### config.mk
export PLATFORM = sky130hd
export DESIGN_NAME = pwm_bank
export DESIGN_NICKNAME = d
export VERILOG_FILES = /design/src/rtl/pwm_bank_pkg.sv /design/src/rtl/pwm_regs.sv /design/src/rtl/pwm_chan.sv /design/src/rtl/pwm_bank.sv
export SDC_FILE = /design/constraint.sdc
export NUM_CORES = 1
export LEC_CHECK = 0
export ABC_CLOCK_PERIOD_IN_PS = 5160
export CAP_MARGIN = 20
export CORE_MARGIN = 2
export CORE_UTILIZATION = 71
export CTS_BUF_LIST = sky130_fd_sc_hd__clkbuf_2 sky130_fd_sc_hd__clkbuf_4 sky130_fd_sc_hd__clkbuf_8
export DETAILED_ROUTE_END_ITERATION = 7
export DONT_BUFFER_PORTS = 1
export GPL_TIMING_DRIVEN = 0
export PLACE_DENSITY = 0.89
export SYNTH_ARGS = -nofsm -noshare
export SYNTH_HDL_FRONTEND = slang
export SYNTH_HIERARCHICAL = 1
export SYNTH_SLANG_ARGS = --single-unit
### constraint.sdc
create_clock -name clk -period 5.16 [get_ports clk]
set_input_delay 1.548 -clock clk [delete_from_list [all_inputs] [get_ports clk]]
set_output_delay 1.548 -clock clk [all_outputs]
set_load 0.01 [all_outputs]
### src/rtl/pwm_bank_pkg.sv
package pwm_bank_pkg;

    typedef enum logic [1:0] {
        MODE_OFF  = 2'd0,
        MODE_MS   = 2'd1,
        MODE_RSV2 = 2'd2,
        MODE_RSV3 = 2'd3
    } mode_e;

    typedef struct packed {
        logic  fifo_mask;
        logic  inv;
        mode_e mode;
    } chctl_t;

    localparam chctl_t CHCTL_RST = '{fifo_mask: 1'b1, inv: 1'b0, mode: MODE_OFF};

    localparam int GCTL_OFS   = 'h00;
    localparam int CH_BASE    = 'h14;
    localparam int CH_STRIDE  = 16;
    localparam int CTL_OFS    = 0;
    localparam int RANGE_OFS  = 4;
    localparam int DUTY_OFS   = 12;

    localparam int BIT_INV    = 3;
    localparam int BIT_MASK   = 8;

endpackage

### src/rtl/pwm_regs.sv
module pwm_regs
    import pwm_bank_pkg::*;
#(
    parameter int NCH   = 4,
    parameter int CNT_W = 16,
    parameter int AW    = 8,
    parameter int DW    = 32
) (
    input  logic                            clk,
    input  logic                            rst_n,
    input  logic                            bus_sel,
    input  logic                            bus_wr,
    input  logic [AW-1:0]                   bus_addr,
    input  logic [DW-1:0]                   bus_wdata,
    output logic [DW-1:0]                   bus_rdata,
    output logic [NCH-1:0]                  sh_en,
    output chctl_t [NCH-1:0]                sh_ctl,
    output logic [NCH-1:0][CNT_W-1:0]       sh_range,
    output logic [NCH-1:0][CNT_W-1:0]       sh_duty,
    output logic                            commit
);

    localparam int UPD_BIT = DW - 1;
    localparam int PAD_W   = DW - 1 - NCH;

    typedef struct packed {
        logic [NCH-1:0]            en;
        chctl_t [NCH-1:0]          ctl;
        logic [NCH-1:0][CNT_W-1:0] rng;
        logic [NCH-1:0][CNT_W-1:0] duty;
        logic                      upd;
        logic [DW-1:0]             rdata;
    } regs_t;

    regs_t s_d, s_q;
    logic  wr_en, rd_en, wr_glob;

    function automatic logic [AW-1:0] ch_addr(input int n, input int ofs);
        return AW'(CH_BASE + n * CH_STRIDE + ofs);
    endfunction

    always_comb begin
        s_d      = s_q;
        wr_en    = bus_sel && bus_wr;
        rd_en    = bus_sel && !bus_wr;
        wr_glob  = wr_en && (bus_addr == AW'(GCTL_OFS));
        s_d.upd  = wr_glob && bus_wdata[UPD_BIT];
        s_d.rdata = '0;
        if (wr_glob) begin
            s_d.en = bus_wdata[NCH-1:0];
        end
        if (rd_en && (bus_addr == AW'(GCTL_OFS))) begin
            s_d.rdata = {s_q.upd, {PAD_W{1'b0}}, s_q.en};
        end
        for (int n = 0; n < NCH; n++) begin
            if (wr_en && (bus_addr == ch_addr(n, CTL_OFS))) begin
                s_d.ctl[n].fifo_mask = bus_wdata[BIT_MASK];
                s_d.ctl[n].inv       = bus_wdata[BIT_INV];
                s_d.ctl[n].mode      = mode_e'(bus_wdata[1:0]);
            end
            if (wr_en && (bus_addr == ch_addr(n, RANGE_OFS))) begin
                s_d.rng[n] = bus_wdata[CNT_W-1:0];
            end
            if (wr_en && (bus_addr == ch_addr(n, DUTY_OFS))) begin
                s_d.duty[n] = bus_wdata[CNT_W-1:0];
            end
            if (rd_en && (bus_addr == ch_addr(n, CTL_OFS))) begin
                s_d.rdata[BIT_MASK] = s_q.ctl[n].fifo_mask;
                s_d.rdata[BIT_INV]  = s_q.ctl[n].inv;
                s_d.rdata[1:0]      = s_q.ctl[n].mode;
            end
            if (rd_en && (bus_addr == ch_addr(n, RANGE_OFS))) begin
                s_d.rdata = DW'(s_q.rng[n]);
            end
            if (rd_en && (bus_addr == ch_addr(n, DUTY_OFS))) begin
                s_d.rdata = DW'(s_q.duty[n]);
            end
        end
    end

    always_ff @(posedge clk or negedge rst_n) begin
        if (!rst_n) begin
            s_q <= '0;
            for (int n = 0; n < NCH; n++) begin
                s_q.ctl[n] <= CHCTL_RST;
            end
        end else begin
            s_q <= s_d;
        end
    end

    assign bus_rdata = s_q.rdata;
    assign sh_en     = s_q.en;
    assign sh_ctl    = s_q.ctl;
    assign sh_range  = s_q.rng;
    assign sh_duty   = s_q.duty;
    assign commit    = s_q.upd;

    logic unused_wdata;
    assign unused_wdata = ^bus_wdata[DW-2:CNT_W];

    // the update request lasts one cycle unless it is written again
    p_update_selfclear_r4: assert property (@(posedge clk) disable iff (!rst_n)
        (commit && !(wr_glob && bus_wdata[UPD_BIT])) |=> !commit);

    // with no write, the shadow copies keep their values
    p_shadow_hold_r3: assert property (@(posedge clk) disable iff (!rst_n)
        !(bus_sel && bus_wr) |=> ($stable(sh_en) && $stable(sh_ctl)
                                  && $stable(sh_range) && $stable(sh_duty)));

endmodule

### src/rtl/pwm_chan.sv
module pwm_chan
    import pwm_bank_pkg::*;
#(
    parameter int CNT_W = 16
) (
    input  logic             clk,
    input  logic             rst_n,
    input  logic             commit,
    input  logic             sh_en,
    input  chctl_t           sh_ctl,
    input  logic [CNT_W-1:0] sh_range,
    input  logic [CNT_W-1:0] sh_duty,
    output logic             pwm_o
);

    typedef struct packed {
        logic             en;
        chctl_t           ctl;
        logic [CNT_W-1:0] rng;
        logic [CNT_W-1:0] duty;
    } cfg_t;

    typedef struct packed {
        cfg_t             stg;
        cfg_t             act;
        logic             pend;
        logic [CNT_W-1:0] cnt;
    } ch_t;

    ch_t c_d, c_q;
    logic run, wrap, load;
    logic [CNT_W:0] cnt_inc;

    assign run     = c_q.act.en && (c_q.act.ctl.mode == MODE_MS);
    assign cnt_inc = {1'b0, c_q.cnt} + (CNT_W+1)'(1);
    assign wrap    = cnt_inc >= {1'b0, c_q.act.rng};
    assign load    = c_q.pend && (!run || wrap);

    always_comb begin
        c_d = c_q;
        if (!run || wrap) begin
            c_d.cnt = '0;
        end else begin
            c_d.cnt = cnt_inc[CNT_W-1:0];
        end
        if (load) begin
            c_d.act  = c_q.stg;
            c_d.pend = 1'b0;
        end
        if (commit) begin
            c_d.stg.en   = sh_en;
            c_d.stg.ctl  = sh_ctl;
            c_d.stg.rng  = sh_range;
            c_d.stg.duty = sh_duty;
            c_d.pend     = 1'b1;
        end
    end

    always_ff @(posedge clk or negedge rst_n) begin
        if (!rst_n) begin
            c_q         <= '0;
            c_q.stg.ctl <= CHCTL_RST;
            c_q.act.ctl <= CHCTL_RST;
        end else begin
            c_q <= c_d;
        end
    end

    assign pwm_o = (run && (c_q.cnt < c_q.act.duty)) ^ c_q.act.ctl.inv;

    logic unused_mask;
    assign unused_mask = c_q.act.ctl.fifo_mask;

    // an idle channel keeps its counter at zero
    p_idle_cnt_zero_r7: assert property (@(posedge clk) disable iff (!rst_n)
        !run |-> (c_q.cnt == '0));

    // a running counter never reaches the range value
    p_cnt_below_range_r5: assert property (@(posedge clk) disable iff (!rst_n)
        (run && (c_q.act.rng != '0)) |-> (c_q.cnt < c_q.act.rng));

    // live values stay put in the middle of a period
    p_hold_mid_period_r9: assert property (@(posedge clk) disable iff (!rst_n)
        (run && !wrap) |=> $stable(c_q.act));

    // an idle channel takes a pending commit on the next cycle
    p_idle_load_r9: assert property (@(posedge clk) disable iff (!rst_n)
        (c_q.pend && !run && !commit) |=> !c_q.pend);

endmodule

### src/rtl/pwm_bank.sv
module pwm_bank
    import pwm_bank_pkg::*;
#(
    parameter int NCH   = 4,
    parameter int CNT_W = 16,
    parameter int AW    = 8,
    parameter int DW    = 32
) (
    input  logic          clk,
    input  logic          rst_n,
    input  logic          bus_sel,
    input  logic          bus_wr,
    input  logic [AW-1:0] bus_addr,
    input  logic [DW-1:0] bus_wdata,
    output logic [DW-1:0] bus_rdata,
    output logic [NCH-1:0] pwm_out
);

    logic [NCH-1:0]            sh_en;
    chctl_t [NCH-1:0]          sh_ctl;
    logic [NCH-1:0][CNT_W-1:0] sh_range;
    logic [NCH-1:0][CNT_W-1:0] sh_duty;
    logic                      commit;

    pwm_regs #(
        .NCH   (NCH),
        .CNT_W (CNT_W),
        .AW    (AW),
        .DW    (DW)
    ) u_regs (
        .clk       (clk),
        .rst_n     (rst_n),
        .bus_sel   (bus_sel),
        .bus_wr    (bus_wr),
        .bus_addr  (bus_addr),
        .bus_wdata (bus_wdata),
        .bus_rdata (bus_rdata),
        .sh_en     (sh_en),
        .sh_ctl    (sh_ctl),
        .sh_range  (sh_range),
        .sh_duty   (sh_duty),
        .commit    (commit)
    );

    for (genvar g = 0; g < NCH; g++) begin : g_ch
        pwm_chan #(
            .CNT_W (CNT_W)
        ) u_chan (
            .clk      (clk),
            .rst_n    (rst_n),
            .commit   (commit),
            .sh_en    (sh_en[g]),
            .sh_ctl   (sh_ctl[g]),
            .sh_range (sh_range[g]),
            .sh_duty  (sh_duty[g]),
            .pwm_o    (pwm_out[g])
        );
    end

endmodule

==> run metrics <==
Nets=2264; critical path type=reg -> out; Sw Ratio=0.2143; Cells on Worst Hold Path=1; total track usage=0.3548; Clock Root Buffer=clkbuf_8; max-slew violations=328; Post-Place Worst Slack=1.164 ns; Starting Density=0.7212; Fillers=2021; clock share of power=0.468; layout cell share with drive strength beyond 1=0.3183; number of synthesized flops with an enable pin=0; routed vias/inst=~6.3; via count=16.55k; most common cell in the netlist=dfrtp_1; DPL Wire Length=about 45000 µm; Placed Cells=approximately 2.5k; drt drc=0; r2r setup slk=1.12 ns; critical path peak fanout=5; Setup crit end kind=output pin; post-CTS setup buffer count=0; Post-CTS Resized=0; Synth Flop Type=dfrtp_1; Clock Path Buffers=3; Post-synth top cells=dfrtp_1, mux2_2, inv_1, ha_1, mux2_4; RR Endpoint=g_ch[2].u_chan/c_q[28]$_DFFE_PN0P_; mux share of post-synthesis cell area=0.2028; adder-cell share of the synthesized area=0.06243; pin count of the biggest net entering global routing=between 500 and 600; switching power=1.726 mW; Die Area=approximately 0.038 mm²; placed cell area=0.02628 mm²; power density cells=286.6 mW/mm²; syn_area_per_cell=12.87 µm²; Post-Syn Area=between 0.02 and 0.03 mm²; part of the cycle the worst path needs=0.8191; wire per inst=approximately 25 µm; Worst Reg-to-Reg Cells=14; Synth Register Bits=522; post-synthesis sequential area ratio=0.5094; VDD IR max=0.2436 mV; Non-Filler Instances=2616; height of the die=194.1 µm; area delta synth->final=9.511%; area fraction of the dominant cell type after synthesis=0.5053; largest family of logic cells by synthesized area=multiplexers; Post-DRT Antenna Nets=0; initial antenna violation count=2; Clk Latency, worst-skew pair=about 0.64 ns; final setup violation count=0; Mapped Cells=1993; DRT iter0 DRCs=around 1.5k; fin area=approximately 0.028 mm²; Max H-tree Level=3; worst relative slew slack=-0.4885; Gate power share=0.014; top post-synthesis cells by area=dfrtp_1, mux2_2, mux2_4, ha_1, inv_1; core area=0.03557 mm²; Post-CTS Hold Fix Bufs=0; crit path time final=4.226 ns; port bufs=0; failing checks=slew limit; RSZ-0062 raised after global routing=false; total power=8.053 mW; synth warn=6; Slew @ Worst Pin=around 2.2 ns; Max Freq=236.6 MHz; grt total ovfl=0; hold_sp=g_ch[2].u_chan/c_q[50]$_DFFE_PN0P_; Hold Violations, Final=0; area share of xor/xnor cells in the synthesized design=0.02048; max-cap viol count=0; hold crit path type=reg -> reg; P_leak=13.97 nW; CP arrival=2.68 ns; final setup margin=0.9335 ns; TritonCTS clock tree=yes; FF-to-FF Start=g_ch[2].u_chan/c_q[0]$_DFF_PN0_; first-pass GRT wire length=102100 µm; Simple-Gate Fraction of Synth Area=0.08145; sequential power share=0.518; P_int=6.327 mW; number of global-route vias before repair=17.35k; CTS sink count=about 520; setup_tns=0 ns; final wirelength=65190 µm; compound-cell area share of the yosys netlist=0.07506; worst path required time=3.61 ns; Ports=80; drt pass-1 iters=6; share of flip-flops with an asynchronous set or reset=1.000; Rows=around 70; CTS clock-pin slew for the worst setup and hold paths=0.07 ns; Ant. Diodes=0; total CTS buffers=83; Hold EP=g_ch[2].u_chan/c_q[50]$_DFFE_PN0P_; Layout Skew=~0.018 ns; Netlist cell types=73; Yosys top cell by area=dfrtp_1; Setup crit start kind=flip-flop; Final GP Congestion=1.014; Die Width=194.1 µm; status=finished with violations; worst hold margin=0.4969 ns; Final Util=0.7898
## placed cells by master (no fill, tap or decap), drive strengths merged, types with 16 or more instances in the layout
| cell | count |
|---|---|
| nand4 | 24 |
| inv | 150 |
| buf | 55 |
| mux2 | 418 |
| nor2b | 67 |
| o21ai | 52 |
| dfrtp | 518 |
| clkbuf | 171 |
| a211oi | 19 |
| ha | 128 |
| and4 | 20 |
| nand3 | 34 |
| nor2 | 70 |
| xnor2 | 32 |
| nand2 | 50 |
| a21oi | 73 |
| xor2 | 28 |
| o21a | 23 |
| nand2b | 16 |
## how the worst max path moves through the flow
stage	start	to	slack (ns)
6_report	g_ch[0].u_chan/c_q[6]$_DFF_PN0_	pwm_out[0]	0.93
5_1_grt	g_ch[2].u_chan/c_q[1]$_DFF_PN0_	pwm_out[2]	0.78
4_1_cts	g_ch[0].u_chan/c_q[6]$_DFF_PN0_	pwm_out[0]	0.88
3_5_place_dp	g_ch[2].u_chan/c_q[0]$_DFF_PN0_	g_ch[2].u_chan/c_q[27]$_DFFE_PN0P_	1.16
3_3_place_gp	bus_addr[3]	u_regs/sh_ctl[1]$_DFFE_PN0P_	1.18
2_1_floorplan	g_ch[0].u_chan/c_q[0]$_DFF_PN0_	g_ch[0].u_chan/c_q[17]$_DFFE_PN0P_	1.69
## sequential cells by signal, summed over array words and instances, names as in the netlist
name,cells
g_ch.u_chan/c_q,356
u_regs/bus_rdata,17
u_regs/commit,1
u_regs/sh_ctl,16
u_regs/sh_duty,64
u_regs/sh_en,4
u_regs/sh_range,64
## layout make-up
class / instances / area [µm²] / area share
Tap cell: 461 / 576.8 / 0.02053
Inverter: 147 / 551.8 / 0.01964
Sequential cell: 522 / 13070 / 0.4651
Buffer: 94 / 685.7 / 0.02441
Multi-Input combinational cell: 1244 / 11400 / 0.4058
Clock buffer: 132 / 1660 / 0.05910
Clock inverter: 16 / 150.1 / 0.005344
## critical path, cell delays in order, from the launching register on
cell	delay (ns)
dfrtp_1	0.43
ha_1	0.33
a21o_1	0.18
a21oi_1	0.25
o211ai_1	0.18
a21oi_1	0.19
o211ai_1	0.18
xnor2_1	0.30
## layer usage
layer / global-route usage / up-vias / share of wire / wire, µm
li1: - / 7265 / - / -
met1: 0.4920 / 8506 / 0.42 / 27210
met2: 0.5445 / 637 / 0.47 / 30330
met3: 0.07967 / 137 / 0.076 / 4930
met4: 0.1529 / 0 / 0.042 / 2723
met5: 0 / - / 0 / 0
## logic make-up (layout without fill, tap and decap cells)
family,count (synthesis),after routing
compound gates,266,266
xor+xnor,60,60
fa+ha+maj,128,128
buf+inv,241,389
flops,522,522
mux,424,424
other cells,1,15
simple gates,351,351
## power groups by stage
stage	logic, mW	clock network, mW	registers [mW]
2_1_floorplan	0.0855	0	4.22
5_1_grt	0.121	4.02	4.17
3_3_place_gp	0.109	0	4.24
6_report	0.115	3.77	4.17
4_1_cts	0.112	3.83	4.17
3_5_place_dp	0.111	0	4.24
Power figures use the tool's default switching activity.
